$ cat src/rtl/hsr_pkg.sv
package hsr_pkg;
  localparam int unsigned GRID_LG = 3;

  typedef struct packed {
    logic lock;
    logic vs;
    logic hs;
    logic de;
  } side_t;
endpackage

$ cat src/rtl/hsr_delay.sv
module hsr_delay #(
  parameter int unsigned W     = 8,
  parameter int unsigned DEPTH = 12
) (
  input  logic         clk_i,
  input  logic         rst_ni,
  input  logic [W-1:0] d_i,
  output logic [W-1:0] q_o
);
  logic [W-1:0] stg [DEPTH];

  for (genvar g = 0; g < DEPTH; g++) begin : g_stage
    if (g == 0) begin : g_head
      always_ff @(posedge clk_i or negedge rst_ni)
        if (!rst_ni) stg[g] <= '0;
        else         stg[g] <= d_i;
    end else begin : g_body
      always_ff @(posedge clk_i or negedge rst_ni)
        if (!rst_ni) stg[g] <= '0;
        else         stg[g] <= stg[g-1];
    end
  end

  assign q_o = stg[DEPTH-1];
endmodule

$ cat src/rtl/hsr_meas.sv
module hsr_meas #(
  parameter int unsigned CNT_W = 12
) (
  input  logic             clk_i,
  input  logic             rst_ni,
  input  logic             de_i,
  input  logic             hs_i,
  output logic [CNT_W-1:0] cnt_o,
  output logic [CNT_W-1:0] pos_o,
  output logic [CNT_W-1:0] len_o,
  output logic             de_fall_o,
  output logic             locked_o,
  output logic             drop_o
);
  localparam logic [CNT_W-1:0] CNT_MAX = '1;
  localparam logic [CNT_W-1:0] ONE     = CNT_W'(1);

  logic de_q, hs_q, started_q, armed_q, have_q, locked_q;
  logic [CNT_W-1:0] cnt_q, start_q, pos_q, len_q;
  logic [CNT_W-1:0] cnt_d, width, dpos, dlen;
  logic hs_rise, hs_fall, done, match;

  assign de_fall_o = de_q & ~de_i;
  assign cnt_d     = de_fall_o ? '0 : ((cnt_q == CNT_MAX) ? cnt_q : cnt_q + ONE);
  assign hs_rise   = hs_i & ~hs_q;
  assign hs_fall   = ~hs_i & hs_q;
  assign done      = hs_fall & armed_q;
  assign width     = cnt_d - start_q;
  assign dpos      = (start_q >= pos_q) ? start_q - pos_q : pos_q - start_q;
  assign dlen      = (width >= len_q) ? width - len_q : len_q - width;
  assign match     = have_q && (dpos <= ONE) && (dlen <= ONE);
  assign drop_o    = done & ~match;

  always_ff @(posedge clk_i or negedge rst_ni) begin
    if (!rst_ni) begin
      de_q      <= 1'b0;
      hs_q      <= 1'b0;
      cnt_q     <= '0;
      started_q <= 1'b0;
      armed_q   <= 1'b0;
      have_q    <= 1'b0;
      locked_q  <= 1'b0;
      start_q   <= '0;
      pos_q     <= '0;
      len_q     <= '0;
    end else begin
      de_q      <= de_i;
      hs_q      <= hs_i;
      cnt_q     <= cnt_d;
      started_q <= started_q | de_fall_o;
      if (hs_rise && (started_q || de_fall_o)) begin
        armed_q <= 1'b1;
        start_q <= cnt_d;
      end else if (done) begin
        armed_q <= 1'b0;
        if (match) begin
          locked_q <= 1'b1;
        end else begin
          pos_q    <= start_q;
          len_q    <= width;
          have_q   <= 1'b1;
          locked_q <= 1'b0;
        end
      end
    end
  end

  assign cnt_o    = cnt_d;
  assign pos_o    = pos_q;
  assign len_o    = len_q;
  assign locked_o = locked_q;

  a_r2_count_restart: assert property (@(posedge clk_i) disable iff (!rst_ni)
    de_fall_o |=> (cnt_q == '0));

  a_r5_ref_kept: assert property (@(posedge clk_i) disable iff (!rst_ni)
    (done && match) |=> ($stable(pos_q) && $stable(len_q) && locked_q));

  a_r8_ref_taken: assert property (@(posedge clk_i) disable iff (!rst_ni)
    drop_o |=> !locked_q);
endmodule

$ cat src/rtl/hsr_gen.sv
module hsr_gen #(
  parameter int unsigned CNT_W   = 12,
  parameter int unsigned GRID_LG = 3
) (
  input  logic             clk_i,
  input  logic             rst_ni,
  input  logic [CNT_W-1:0] cnt_i,
  input  logic             de_fall_i,
  input  logic             locked_i,
  input  logic             drop_i,
  input  logic [CNT_W-1:0] pos_i,
  input  logic [CNT_W-1:0] len_i,
  input  logic             hs_raw_i,
  input  logic             vs_raw_i,
  output logic             hs_sel_o,
  output logic             vs_sel_o,
  output logic             regen_o
);
  localparam int unsigned EW   = CNT_W + 2;
  localparam int unsigned HALF = 1 << (GRID_LG - 1);
  localparam logic [EW-1:0] GRID_LEN = EW'(1 << GRID_LG);

  function automatic logic [EW-1:0] grid_round(input logic [CNT_W-1:0] v);
    logic [EW-1:0] t;
    t = EW'(v) + EW'(HALF);
    t[GRID_LG-1:0] = '0;
    return t;
  endfunction

  logic regen_q, gen_q, vs_hold_q;
  logic [EW-1:0] len_r, len_g, win_lo, win_hi, cnt_e;
  logic gen, gen_rise;

  assign len_r    = grid_round(len_i);
  assign len_g    = (len_r == '0) ? GRID_LEN : len_r;
  assign win_lo   = grid_round(pos_i);
  assign win_hi   = win_lo + len_g;
  assign cnt_e    = EW'(cnt_i);
  assign gen      = regen_q && (cnt_e >= win_lo) && (cnt_e < win_hi);
  assign gen_rise = gen & ~gen_q;

  assign hs_sel_o = regen_q ? gen : hs_raw_i;
  assign vs_sel_o = regen_q ? (gen_rise ? vs_raw_i : vs_hold_q) : vs_raw_i;
  assign regen_o  = regen_q;

  always_ff @(posedge clk_i or negedge rst_ni) begin
    if (!rst_ni) begin
      regen_q   <= 1'b0;
      gen_q     <= 1'b0;
      vs_hold_q <= 1'b0;
    end else begin
      if (drop_i)                      regen_q <= 1'b0;
      else if (de_fall_i && locked_i)  regen_q <= 1'b1;
      gen_q     <= gen;
      vs_hold_q <= vs_sel_o;
    end
  end

  a_r4_lock_first: assert property (@(posedge clk_i) disable iff (!rst_ni)
    $rose(regen_q) |-> $past(locked_i));

  a_r8_drop_now: assert property (@(posedge clk_i) disable iff (!rst_ni)
    drop_i |=> !regen_q);

  a_r6_on_grid: assert property (@(posedge clk_i) disable iff (!rst_ni)
    (gen_rise && $past(regen_q)) |-> (cnt_i[GRID_LG-1:0] == '0));

  a_r9_vs_on_edge: assert property (@(posedge clk_i) disable iff (!rst_ni)
    (regen_q && $past(regen_q) && (vs_sel_o != $past(vs_sel_o))) |-> gen_rise);
endmodule

$ cat src/rtl/hsync_regen.sv
module hsync_regen
  import hsr_pkg::*;
#(
  parameter int unsigned DATA_W = 24,
  parameter int unsigned DELAY  = 12,
  parameter int unsigned CNT_W  = 12
) (
  input  logic              clk_i,
  input  logic              rst_ni,
  input  logic              hs_pol_i,
  input  logic              de_i,
  input  logic              hs_i,
  input  logic              vs_i,
  input  logic [DATA_W-1:0] data_i,
  output logic              de_o,
  output logic              hs_o,
  output logic              vs_o,
  output logic [DATA_W-1:0] data_o,
  output logic              locked_o
);
  localparam int unsigned SIDE_W = $bits(side_t);
  localparam int unsigned PIPE_W = DATA_W + SIDE_W;

  logic hs_act, de_fall, locked, drop, hs_sel, vs_sel, regen;
  logic [CNT_W-1:0] cnt, ref_pos, ref_len;
  side_t side_in, side_out;
  logic [PIPE_W-1:0] pipe_in, pipe_out;

  assign hs_act = hs_pol_i ? hs_i : ~hs_i;

  hsr_meas #(.CNT_W(CNT_W)) i_meas (
    .clk_i     (clk_i),
    .rst_ni    (rst_ni),
    .de_i      (de_i),
    .hs_i      (hs_act),
    .cnt_o     (cnt),
    .pos_o     (ref_pos),
    .len_o     (ref_len),
    .de_fall_o (de_fall),
    .locked_o  (locked),
    .drop_o    (drop)
  );

  hsr_gen #(.CNT_W(CNT_W), .GRID_LG(GRID_LG)) i_gen (
    .clk_i     (clk_i),
    .rst_ni    (rst_ni),
    .cnt_i     (cnt),
    .de_fall_i (de_fall),
    .locked_i  (locked),
    .drop_i    (drop),
    .pos_i     (ref_pos),
    .len_i     (ref_len),
    .hs_raw_i  (hs_act),
    .vs_raw_i  (vs_i),
    .hs_sel_o  (hs_sel),
    .vs_sel_o  (vs_sel),
    .regen_o   (regen)
  );

  always_comb begin
    side_in.lock = regen;
    side_in.vs   = vs_sel;
    side_in.hs   = hs_sel;
    side_in.de   = de_i;
  end

  assign pipe_in = {side_in, data_i};

  hsr_delay #(.W(PIPE_W), .DEPTH(DELAY)) i_delay (
    .clk_i  (clk_i),
    .rst_ni (rst_ni),
    .d_i    (pipe_in),
    .q_o    (pipe_out)
  );

  assign side_out = side_t'(pipe_out[PIPE_W-1:DATA_W]);
  assign data_o   = pipe_out[DATA_W-1:0];
  assign de_o     = side_out.de;
  assign vs_o     = side_out.vs;
  assign locked_o = side_out.lock;
  assign hs_o     = hs_pol_i ? side_out.hs : ~side_out.hs;
endmodule

$ cat config.mk
export PLATFORM = sky130hd
export DESIGN_NAME = hsync_regen
export DESIGN_NICKNAME = d
export VERILOG_FILES = /design/src/rtl/hsr_pkg.sv /design/src/rtl/hsr_delay.sv /design/src/rtl/hsr_meas.sv /design/src/rtl/hsr_gen.sv /design/src/rtl/hsync_regen.sv
export SDC_FILE = /design/constraint.sdc
export NUM_CORES = 1
export LEC_CHECK = 0
export ABC_AREA = 1
export CAP_MARGIN = 0
export CORE_MARGIN = 4
export CORE_UTILIZATION = 25
export DETAILED_ROUTE_END_ITERATION = 10
export PLACE_DENSITY_LB_ADDON = 0.08
export SYNTH_ARGS = -nofsm -noshare
export SYNTH_HDL_FRONTEND = slang
export SYNTH_SLANG_ARGS = --single-unit
$ cat constraint.sdc
create_clock -name clk_i -period 12.4 [get_ports clk_i]
set_input_delay 3.1 -clock clk_i [delete_from_list [all_inputs] [get_ports clk_i]]
set_output_delay 3.1 -clock clk_i [all_outputs]
set_load 0.03 [all_outputs]
# == After elaboration in Yosys (flattened, before gate mapping) ==
# Index checks and enable logic that the tools add are counted.
# word_totals
inputBits,30
romBits,0
latch_bits,0
ramBits,0
elab_cells,83
regBits,393
n_memories,0
out_inout_bits,28
# op_classes
n_bitwise,15
n_reduce_logical,12
order_cmp,6
add_sub_neg,9
n_mul,0
n_eq_ne,1
div,0
shifts,0
mux,15
# op_table
op,n
subtractor 12 bit,5
2-to-1 mux 12 bit,4
"adder 12 x 3 -> 13 bit, second input constant",2
>= comparator 12 bit,2
"<= comparator 12 x 1 -> 1 bit, second input constant",2
adder 14 bit,1
>= comparator 12 x 14 -> 1 bit,1
zero test 14 bit,1
< comparator 12 x 14 -> 1 bit,1
2-to-1 mux 14 bit,1
"adder 12 x 1 -> 12 bit, second input constant",1
"equality test 12 bit, second input constant",1
2-to-1 mux 1 bit,10
inverter 1 bit,8
bitwise AND 1 bit,6
logical AND 1 bit,6
nonzero test 2 bit,2
AND reduction 3 bit,1
AND reduction 2 bit,1
logical OR 1 bit,1
OR 1 bit,1

# == Logic depth before layout (Yosys ltp) ==
# Gate-level depths: netlist of the first run.
# depth
ltp_word,11
mapped_depth,37
ltp_nobuf,36

# == Modules after synthesis ==
# Synthesis of the first run repeated with hierarchy kept, for this count alone.
# unflattened
cells_unflattened,1521
area_unflattened_um2,15798.9
# modules_own_cells
mod,cells_each,seq_area_each_um2,instances,area_each_um2
hsr_delay,364,8408.1,1,8618.3
hsr_meas,906,1351.3,1,5691.7
hsr_gen,242,75.1,1,1455.1
hsync_regen,9,0.0,1,33.8

# == Least setup slack after synthesis of the first run ==
# Ideal clock, no wire load.
# synth_path
path_type,input port to flip-flop
start,input de_i
end,register i_meas.len_q[0] (netlist: i_meas.len_o[0])
arrival_ns,6.880
cell_stages,30
setup_slack_ns,5.404
setup_ns,0.117
required_time_ns,12.283
n_path_buf,1
path_cell_list,nor2_1 -> inv_1 -> nand3_1 -> ha_1 -> inv_1 -> fa_1 -> nand3_1 -> nand2_1 -> nand4_1 -> o211ai_1 -> nand2_1 -> nand2_1 -> a21oi_1 -> xnor2_1 -> ha_1 -> nand2_1 -> a21oi_1 -> nor2_2 -> nand2_1 -> nor2_4 -> nand2_1 -> nand2_2 -> inv_2 -> nor2_2 -> nand2_1 -> nor2_4 -> nand4_4 -> buf_2 -> nand3_1 -> nand2_1
# synth_via
elab_chain_len,10
word_cells_on_any_way,15
cone_classes,3 x add/sub; 2 x order compare; 2 x mux; 4 x bitwise; 4 x reduce/logical
# synth_lines
element,line_no,source
from (decl),hsync_regen.sv:11,"input logic de_i,"
inverter 1 bit *,hsr_meas.sv:23,assign de_fall_o = de_q & ~de_i;
bitwise AND 1 bit *,hsr_meas.sv:23,
2-to-1 mux 12 bit *,hsr_meas.sv:24,assign cnt_d = de_fall_o ? '0 : ((cnt_q == CNT_MAX) ? cnt_q : cnt_q + ONE);
subtractor 12 bit *,hsr_meas.sv:28,assign width = cnt_d - start_q;
net i_meas.width[10],hsr_meas.sv:20,"logic [CNT_W-1:0] cnt_d, width, dpos, dlen;"
subtractor 12 bit or >= comparator 12 bit (tied branches),hsr_meas.sv:30,assign dlen = (width >= len_q) ? width - len_q : len_q - width;
2-to-1 mux 12 bit *,hsr_meas.sv:30,
<= comparator 12 x 1 -> 1 bit *,hsr_meas.sv:31,assign match = have_q && (dpos <= ONE) && (dlen <= ONE);
logical AND 1 bit *,hsr_meas.sv:31,
inverter 1 bit *,--,
AND reduction 3 bit (no line) *,--,
to (signal assigned),hsr_meas.sv:60,len_q <= width;
to (decl),hsr_meas.sv:19,"logic [CNT_W-1:0] cnt_q, start_q, pos_q, len_q;"
# The timed path passes the listed nets; every way through them passes the cells marked *.
# A chain may end at the register's enable or synchronous reset.

# == Worst setup path in the final report of the first run ==
# layout_path
start,input de_i
end,register i_meas.len_q[9] (netlist: i_meas.len_o[9])
# layout_via
elab_chain_len,10
word_cells_on_any_way,15
cone_classes,3 x add/sub; 2 x order compare; 2 x mux; 4 x bitwise; 4 x reduce/logical
# layout_lines
element,line_no,source
inverter 1 bit *,hsr_meas.sv:23,
bitwise AND 1 bit *,hsr_meas.sv:23,
2-to-1 mux 12 bit *,hsr_meas.sv:24,
net cnt[8],hsync_regen.sv:25,"logic [CNT_W-1:0] cnt, ref_pos, ref_len;"
subtractor 12 bit *,hsr_meas.sv:28,
net i_meas.width[11],hsr_meas.sv:20,
subtractor 12 bit or >= comparator 12 bit (tied branches),hsr_meas.sv:30,
2-to-1 mux 12 bit *,hsr_meas.sv:30,
<= comparator 12 x 1 -> 1 bit *,hsr_meas.sv:31,
logical AND 1 bit *,hsr_meas.sv:31,
inverter 1 bit *,--,
AND reduction 3 bit (no line) *,--,
# Marks and branches as above.

==> flow_summary.json, run 1 <==
{
  "start_util_pct": 25.3,
  "port-buffer-count": 57,
  "critical_path_class": "in -> reg",
  "ys_async_sr_fraction_pct": 100,
  "arrival_ns": 8.86,
  "clk_latency_ns": 0.55,
  "cp_max_fo": 27,
  "grt.overflow.total": 0,
  "syn_avg_cell_area_sq_um": 10.5,
  "routedWlPerCell_microns": 14.3,
  "max_freq_mhz": 119,
  "drtPass1Iterations": 5,
  "finalNonFillerCells": 2430,
  "worstSetupEndpointType": "flip-flop",
  "synth.cell_area_sq_mm": 0.0157,
  "crit_top_cell": "nand2_1",
  "synth_area_leader_cell": "dfrtp_1",
  "layout_commonest_cell": "nand2_1",
  "use_met1_pct": 15.0,
  "ant_nets": 0,
  "power.leakage_nw": 9.18,
  "slowest_stage": "nand2_4",
  "place_congestion": 0.882,
  "cp-start-kind": "input pin",
  "final_core_util_pct": 29.9,
  "slew_headroom_pct": 35.8,
  "synth-seq-area-share_pct": 62.4,
  "synth_top_cell_area_share_pct": 62.4,
  "cts_resized": 0,
  "clock-skew-final_ns": 0.00800,
  "syn_nets": 1617,
  "finalSetupViolCount": 0,
  "final.min_clock_period_ns": 8.37,
  "clk_transition_reported_paths_ns": 0.06,
  "hold_violations": 0,
  "antenna_found_initial": 0,
  "nets": 1686,
  "cts_buffer_depth": 3,
  "cts_buffers": 44,
  "dr_total_vias": 9801,
  "yosys_most_used_dff": "dfrtp_1",
  "die_x_microns": 258,
  "use_met2_pct": 16.3,
  "rows": 91,
  "dpl.cell_count": 2354,
  "met3_usage_pct": 1.93,
  "viasPerCell": 4.03,
  "cts_tree": "built",
  "grt.total_usage_pct": 10.6,
  "htreeDepth": 2,
  "synth_edf_count": 0,
  "nFillCells": 6377,
  "grt_pass1_wl_mm": 56.1,
  "grt_pass1_vias": 9943,
  "drt_iter0_markers": 496,
  "ys_seq_elements": 391,
  "worst-slew-pin-transition_ns": 0.963,
  "drc_errors": 0,
  "ys_types": 42,
  "holdWs_ns": 0.341,
  "postCtsSetupRepairBufs": 0,
  "power_mw": 5.38,
  "ir_worst_vdd_mv": 0.118,
  "wl_mm": 34.8,
  "drive_gt1_share_pct": 6.53,
  "slew_violations": 0,
  "area_growth_pct": 17.8,
  "hold_buffers": 0,
  "crit_required_ns": 12.89,
  "grt_setup_unrepaired": "no",
  "path_buf_inv": 5,
  "busiest_layer": "met2",
  "synth_area_leaders": "dfrtp_1 62%, nand2_1 9.4%, ha_1 6.9%, inv_1 4.8%, nand3_1 3.2%",
  "outcome": "finished, final reports clean",
  "die_h_microns": 258,
  "power_per_cell_area_mw_per_mm2": 291,
  "max_stage_delay_ns": 0.47,
  "clock-sinks": 391,
  "layout_common_cells": "392 x nand2_1, 391 x dfrtp_1, 200 x inv_1",
  "dieArea_sq_mm": 0.0667,
  "min_period_over_period_pct": 67.5,
  "setup_tns_ns": 0,
  "synthCells": 1494,
  "coreArea_sq_mm": 0.0618,
  "cpLargestDelayFamily": "simple AND/OR/NAND/NOR gates",
  "clockRootBuffer": "clkbuf_16",
  "grt_max_degree": 160,
  "ys.warnings.count": 0,
  "dp_hpwl_mm": 24.9,
  "hold_path.class": "reg -> reg",
  "max-cap-violations": 0,
  "diodes": 0,
  "io_pins": 58
}
-- state kept, by name, indices dropped and copies added, names as in the netlist --
name and cells:
i_delay.q_o 28, i_delay.stg 308, i_gen.gen_q 1, i_gen.regen_o 1, i_meas.armed_q 1, i_meas.cnt_q 12
i_meas.have_q 1, i_meas.hs_q 1, i_meas.len_o 12, i_meas.locked_o 1, i_meas.pos_o 12, i_meas.start_q 12
i_meas.started_q 1
-- area by class of cell --
cell class	count	area (sq um)	area share [%]
sequential	391	9780	53.0
clock buffer	62	1280	6.93
inverter	208	781	4.23
clock inverter	14	111	0.603
timing repair buffer	61	618	3.35
multi-input combinational	857	4840	26.2
tap	837	1050	5.67
-- through the flow --
step | area, sq um | setup slack [ns]
final | 18500 | 4.03
after global routing | 18500 | 3.44
after CTS | 18500 | 4.03
after detailed placement | 17100 | 3.44
after global placement | 17100 | 3.50
after floorplan | 15700 | 5.40
-- where the power goes --
group	leakage, nW	total [mW]	switching [mW]	internal, mW
Sequential	4.66	1.49	0.0831	1.41
Combinational	3.83	2.65	1.78	0.866
Clock	0.688	1.24	0.501	0.738
Total	9.18	5.38	2.37	3.02
-- cell families (layout without fill, tap and decap cells) --
kind of cell	Yosys count	after routing	synth area share [%]
simple gates	615	615	16.8
flops	391	391	62.4
buf+inv	246	345	6.68
compound gates	96	96	3.36
fa+ha+maj	93	93	7.71
xor+xnor	52	52	2.91
mux	1	1	0.0639
-- cells in the mapped netlist, types with 4 or more instances --
library cell / count
a21o_1: 4
a21oi_1: 46
buf_2: 7
buf_4: 24
dfrtp_1: 391
fa_1: 6
ha_1: 87
inv_1: 200
inv_2: 6
nand2_1: 392
nand2_2: 7
nand3_1: 100
nand4_1: 20
nor2_1: 59
nor2_2: 7
nor3_1: 12
nor4_1: 4
o21ai_0: 30
o21bai_1: 7
xnor2_1: 9
xor2_1: 43
-- per-layer routing --
layer / part of all wire (%) / wire, microns
met1: 49 / 16900
met2: 44 / 15400
met3: 4.1 / 1430
met4: 3.1 / 1070
met5: 0 / 0
-- path summary, 6_finish.rpt --
kind,startpoint,to,slack [ns],depth (start not counted)
setup reg to reg,i_meas.cnt_q[0]$_DFF_PN0_,i_meas.len_o[9]$_DFFE_PN0P_,6.19,31
setup / recovery,de_i,i_meas.len_o[9]$_DFFE_PN0P_,4.03,29
max in group asynchronous,rst_ni,i_delay.stg[207]$_DFF_PN0_,8.35,2
hold / removal,i_delay.stg[179]$_DFF_PN0_,i_delay.stg[151]$_DFF_PN0_,0.34,0
min in group asynchronous,rst_ni,i_delay.q_o[6]$_DFF_PN0_,2.61,1
hold reg to reg,i_delay.stg[179]$_DFF_PN0_,i_delay.stg[151]$_DFF_PN0_,0.34,0
(Power assumes the default switching activity.)
==> run 2: changes to the inputs <==
Clock period 12.4 ns to 6.8 ns, I/O delays scaled along.
==> run 2 against run 1 <==
Compared with the run above:
- first-iteration DRC count grew 11%
- hold slack lost 0.0047 ns
- via count shrank 1.6%
- setup slack lost 3.3 ns
- clock power grew 85%
- critical path type unchanged
- largest cell class unchanged
- largest power group unchanged
==> flow_summary.json, run 2 (synthesis gave the netlist of run 1 again) <==
{
  "multiInputGateArea_sq_mm": 0.00484,
  "grt_pass1_vias": 10100,
  "outcome": "finished, final reports clean",
  "worstHoldEndpoint": "i_delay.stg[212]$_DFF_PN0_",
  "ant_nets": 0,
  "die_x_microns": 258,
  "slowest_stage": "clkdlybuf4s50_1",
  "power_per_cell_area_mw_per_mm2": 529,
  "min_path_cells": 0,
  "setup_tns_ns": 0,
  "viasPerCell": 3.95,
  "clk_latency_ns": 0.57,
  "reg2reg_depth": 34,
  "area_growth_pct": 18.8,
  "layout_common_cells": "392 x nand2_1, 391 x dfrtp_1, 200 x inv_1",
  "diodes": 0,
  "io_pins": 58,
  "min_period_over_period_pct": 90.0,
  "hold_path.class": "reg -> reg",
  "clockRootBuffer": "clkbuf_16",
  "hold_buffers": 0,
  "cp-start-kind": "input pin",
  "worst-slew-pin-transition_ns": 1.10,
  "grt.overflow.total": 0,
  "grt.total_usage_pct": 10.7,
  "grt_setup_unrepaired": "no",
  "nFillCells": 6346,
  "cts_tree": "built",
  "final_core_util_pct": 30.1,
  "max_stage_delay_ns": 0.42,
  "clock-skew-final_ns": 0.0336,
  "rr_startpoint": "i_meas.cnt_q[0]$_DFF_PN0_",
  "largest_register_ffs": 308,
  "regArea_sq_mm": 0.00978,
  "path_buf_inv": 8,
  "nets": 1700,
  "rows": 91,
  "reg2reg_to": "i_gen.regen_o$_DFFE_PN0P_",
  "htreeDepth": 2,
  "start_util_pct": 25.3,
  "dieArea_sq_mm": 0.0667,
  "wl_mm": 34.4,
  "ir_worst_vdd_mv": 0.283,
  "regMostFlops": "i_delay.stg",
  "clk_transition_reported_paths_ns": 0.06,
  "coreArea_sq_mm": 0.0618,
  "slew_violations": 0,
  "grt_pass1_wl_mm": 56.8,
  "critical_path_class": "in -> reg",
  "hold_violations": 0,
  "cpLargestDelayFamily": "simple AND/OR/NAND/NOR gates",
  "cp_max_fo": 26,
  "cts_resized": 0,
  "die_h_microns": 258,
  "final.min_clock_period_ns": 6.12,
  "layout_commonest_cell": "nand2_1",
  "grt_max_degree": 154,
  "crit_required_ns": 7.23,
  "postCtsSetupRepairBufs": 0,
  "arrival_ns": 6.55,
  "dr_total_vias": 9642,
  "drive_gt1_share_pct": 7.16,
  "max-cap-violations": 0,
  "place_congestion": 0.829,
  "port-buffer-count": 57,
  "dp_hpwl_mm": 24.6,
  "cts_buffer_depth": 3,
  "drt_iter0_markers": 552,
  "r2r_slack_ns": 1.22,
  "drc_errors": 0,
  "slew_headroom_pct": 26.5,
  "clock-sinks": 391,
  "worstSetupEndpointType": "flip-flop",
  "drtPass1Iterations": 5,
  "finalSetupViolCount": 0,
  "routedWlPerCell_microns": 14.1,
  "max_freq_mhz": 163,
  "holdCritStartpoint": "i_delay.stg[240]$_DFF_PN0_",
  "antenna_found_initial": 0,
  "power.leakage_nw": 9.26,
  "dp_slack_ns": 0.131,
  "setup_ws_ns": 0.683,
  "cts_buffers": 45,
  "power_mw": 9.84
}
[run 2: power by group]
group	total, mW	switching [mW]	internal, mW
Sequential	2.72	0.149	2.57
Clock	2.30	0.932	1.37
Combinational	4.82	3.19	1.63
Total	9.84	4.27	5.57
[run 2: worst max-delay path by stage]
stage                                         endpoint  from  cells past startpoint  slack, ns
after detailed placement  i_meas.len_o[10]$_DFFE_PN0P_  de_i                     30       0.13
after floorplan            i_meas.len_o[0]$_DFFE_PN0P_  de_i                     30       1.20
after CTS                    i_gen.regen_o$_DFFE_PN0P_  de_i                     29       0.68
after global routing         i_gen.regen_o$_DFFE_PN0P_  de_i                     29       0.19
after global placement     i_meas.len_o[7]$_DFFE_PN0P_  de_i                     30       0.03
final                        i_gen.regen_o$_DFFE_PN0P_  de_i                     28       0.68
[run 2: stage by stage]
step                cell area, sq um  instances  hold WS (ns)
floorplan                      15700       1494         0.331
global placement               17200       2367         0.331
global route                   18600       2443         0.342
detailed placement             17200       2367         0.335
CTS                            18600       2443         0.342
finish                         18600       2443         0.336
[run 2: cell type report]
| class | instances | share of cell area (%) |
|---|---|---|
| multi-input cells | 857 | 26.0 |
| well taps | 837 | 5.63 |
| inverters | 208 | 4.19 |
| flip-flops and latches | 391 | 52.6 |
| repair buffers | 74 | 3.91 |
| clock buffers | 65 | 6.99 |
| clock inverters | 11 | 0.713 |
[run 2: routing by layer]
| layer | vias to the layer above | wire [microns] | GRT usage [%] |
|---|---|---|---|
| li1 | 4806 | - | - |
| met1 | 4635 | 17000 | 15.1 |
| met2 | 139 | 15200 | 16.5 |
| met3 | 62 | 1230 | 1.81 |
| met4 | 0 | 993 | 3.76 |
| met5 | - | 0 | 0 |
[run 2: worst register-to-register path: cells and delay by family, from the launching register on]
kind	cells	cell delay (ns)
adder cells (fa/ha/maj)	3	1.03
AND/OR/NAND/NOR	20	2.26
XOR/XNOR	1	0.34
buffers and inverters	6	0.63
AO/OA/AOI/OAI	4	0.79
flip-flops	1	0.40
==> run 3: changes to the inputs <==
Settings changed: CORE_UTILIZATION 25 to 35.
==> run 3 against run 2 <==
Compared with the run above:
- via count rose by 0.15%
- sequential share of layout area rose by 1.0 points
- combinational power fell by 1%
- clock skew fell by 0.011 ns
- register-to-register slack better by 0.11 ns
- utilization grew 11 points
- sequential power hardly changed
- global-route usage rose by 3.4 points
- non-clock buffer count is 5 lower
- maximum frequency up 0.83%
- die area fell by 28%
- critical path type unchanged
- highest routed layer unchanged
==> flow_summary.json, run 3 (synthesis gave the netlist of run 1 again) <==
{
  "outcome": "finished, final reports clean",
  "nets": 1692,
  "clock-sinks": 391,
  "grt_max_degree": 192,
  "drc_errors": 0,
  "crit_top_cell": "nand2_1",
  "wl_mm": 32.1,
  "layout_commonest_cell": "nand2_1",
  "hold_path.class": "reg -> reg",
  "hold_violations": 0,
  "arrival_ns": 6.50,
  "drive_gt1_share_pct": 6.64,
  "grt.total_usage_pct": 14.1,
  "postLayoutCellArea_sq_mm": 0.0183,
  "crit_end": "i_meas.len_o[10]$_DFFE_PN0P_",
  "grt_setup_unrepaired": "no",
  "die_x_microns": 220,
  "rows": 77,
  "setup_tns_ns": 0,
  "p_clk_share_pct": 23.3,
  "reg2reg_depth": 35,
  "place_congestion": 0.857,
  "comb_power_share_pct": 48.8,
  "holdCritStartpoint": "i_delay.stg[118]$_DFF_PN0_",
  "clock-skew-final_ns": 0.0227,
  "finalNonFillerCells": 2189,
  "port-buffer-count": 57,
  "min_period_over_period_pct": 89.2,
  "switching_share_pct": 43.2,
  "dpl.cell_count": 2117,
  "finalSetupViolCount": 0,
  "io_pins": 58,
  "holdWs_ns": 0.337,
  "final_core_util_pct": 41.3,
  "grt.overflow.total": 0,
  "grt_pass1_wl_mm": 53.9,
  "crit_start": "de_i",
  "ant_nets": 0,
  "ir_worst_vdd_mv": 0.254,
  "rr_startpoint": "i_meas.cnt_q[0]$_DFF_PN0_",
  "hold_buffers": 0,
  "p_sw_mw": 4.22,
  "clk_transition_reported_paths_ns": 0.06,
  "worstSetupEndpointType": "flip-flop",
  "drt_iter0_markers": 571,
  "antenna_found_initial": 0,
  "worst-slew-pin-transition_ns": 1.01,
  "grt_pass1_vias": 10100,
  "use_met2_pct": 22.3,
  "dieArea_sq_mm": 0.0482,
  "power.leakage_nw": 9.23,
  "clockRootBuffer": "clkbuf_16",
  "use_met1_pct": 19.4,
  "coreArea_sq_mm": 0.0442,
  "slew_headroom_pct": 32.5,
  "slew_violations": 0,
  "p_seq_share_pct": 27.9,
  "busiest_layer": "met2",
  "htreeDepth": 2,
  "diodes": 0,
  "cp-start-kind": "input pin",
  "critical_path_class": "in -> reg",
  "drtPass1Iterations": 5,
  "start_util_pct": 35.4,
  "viasPerCell": 4.41,
  "max_stage_delay_ns": 0.47,
  "final.min_clock_period_ns": 6.07,
  "routedWlPerCell_microns": 14.7,
  "cts_tree": "built",
  "crit_required_ns": 7.23,
  "cp_max_fo": 26,
  "cts_buffers": 42,
  "largest_register_ffs": 308,
  "postCtsSetupRepairBufs": 0,
  "cts_buffer_depth": 3,
  "cts_resized": 0,
  "dp_hpwl_mm": 23.2,
  "clk_latency_ns": 0.56,
  "max_freq_mhz": 165,
  "die_h_microns": 220,
  "reg2reg_to": "i_meas.len_o[10]$_DFFE_PN0P_",
  "layout_common_cells": "392 x nand2_1, 391 x dfrtp_1, 200 x inv_1",
  "slowest_stage": "clkdlybuf4s50_1",
  "placed_cell_area_sq_mm": 0.0168,
  "p_int_mw": 5.54,
  "met3_usage_pct": 2.54,
  "regMostFlops": "i_delay.stg",
  "max-cap-violations": 0,
  "dr_total_vias": 9656,
  "r2r_slack_ns": 1.33,
  "area_growth_pct": 16.5,
  "nFillCells": 4275,
  "power_per_cell_area_mw_per_mm2": 535
}
==> run 3: cell types whose count changed in the layout (fill, tap and decap cells not counted) <==
cell,change
buf_4,-5
bufinv_16,+1
clkbuf_16,-2
clkbuf_8,+3
clkinv_2,-2
clkinv_4,-1
clkinv_8,-1
clkinvlp_4,-2
inv_16,+1
inv_6,-1
==> run 3: how the worst min path moves through the flow <==
stage                                             to  slack [ns]  depth (start not counted)
after floorplan             i_delay.q_o[0]$_DFF_PN0_        0.33                          0
after global placement    i_delay.stg[183]$_DFF_PN0_        0.33                          0
after detailed placement  i_delay.stg[118]$_DFF_PN0_        0.33                          0
after CTS                 i_delay.stg[138]$_DFF_PN0_        0.34                          0
after global routing      i_delay.stg[138]$_DFF_PN0_        0.34                          0
final                      i_delay.stg[90]$_DFF_PN0_        0.34                          0
==> run 3: per-stage QoR <==
stage          total power, mW  setup WS (ns)
3_5_place_dp              7.55          0.191
2_1_floorplan             6.29           1.20
3_3_place_gp              7.55          0.228
5_1_grt                   10.7          0.249
6_report                  9.76          0.734
4_1_cts                   9.90          0.754
==> run 3: metal layers <==
metal / wire (microns) / share of wire, %
met5: 0 / 0
met4: 949 / 3.0
met3: 1250 / 3.9
met2: 14500 / 45
met1: 15400 / 48
==> run 3: area by class of cell <==
type,instances,area [sq um],share of cell area [%]
Inverter,208,781,4.28
Timing Repair Buffer,69,691,3.78
Clock buffer,66,1290,7.08
Sequential cell,391,9780,53.6
Multi-Input combinational cell,857,4840,26.5
Clock inverter,6,124,0.679
Tap cell,592,741,4.06
==> run 3: power by group through the flow <==
stage                     Sequential, mW  Clock, mW  Combinational [mW]
final                               2.73       2.27                4.76
after global routing                2.76       2.47                5.49
after CTS                           2.73       2.37                4.80
after detailed placement            2.77          0                4.78
after global placement              2.77          0                4.79
after floorplan                     2.72          0                3.57
==> run 3: worst max-delay path: cells and delay by family <==
family                   cells  cell delay [ns]
AO/OA/AOI/OAI                3             0.28
XOR/XNOR                     1             0.42
adder cells (fa/ha/maj)      3             0.86
buffers and inverters        5             1.10
AND/OR/NAND/NOR             19             2.13
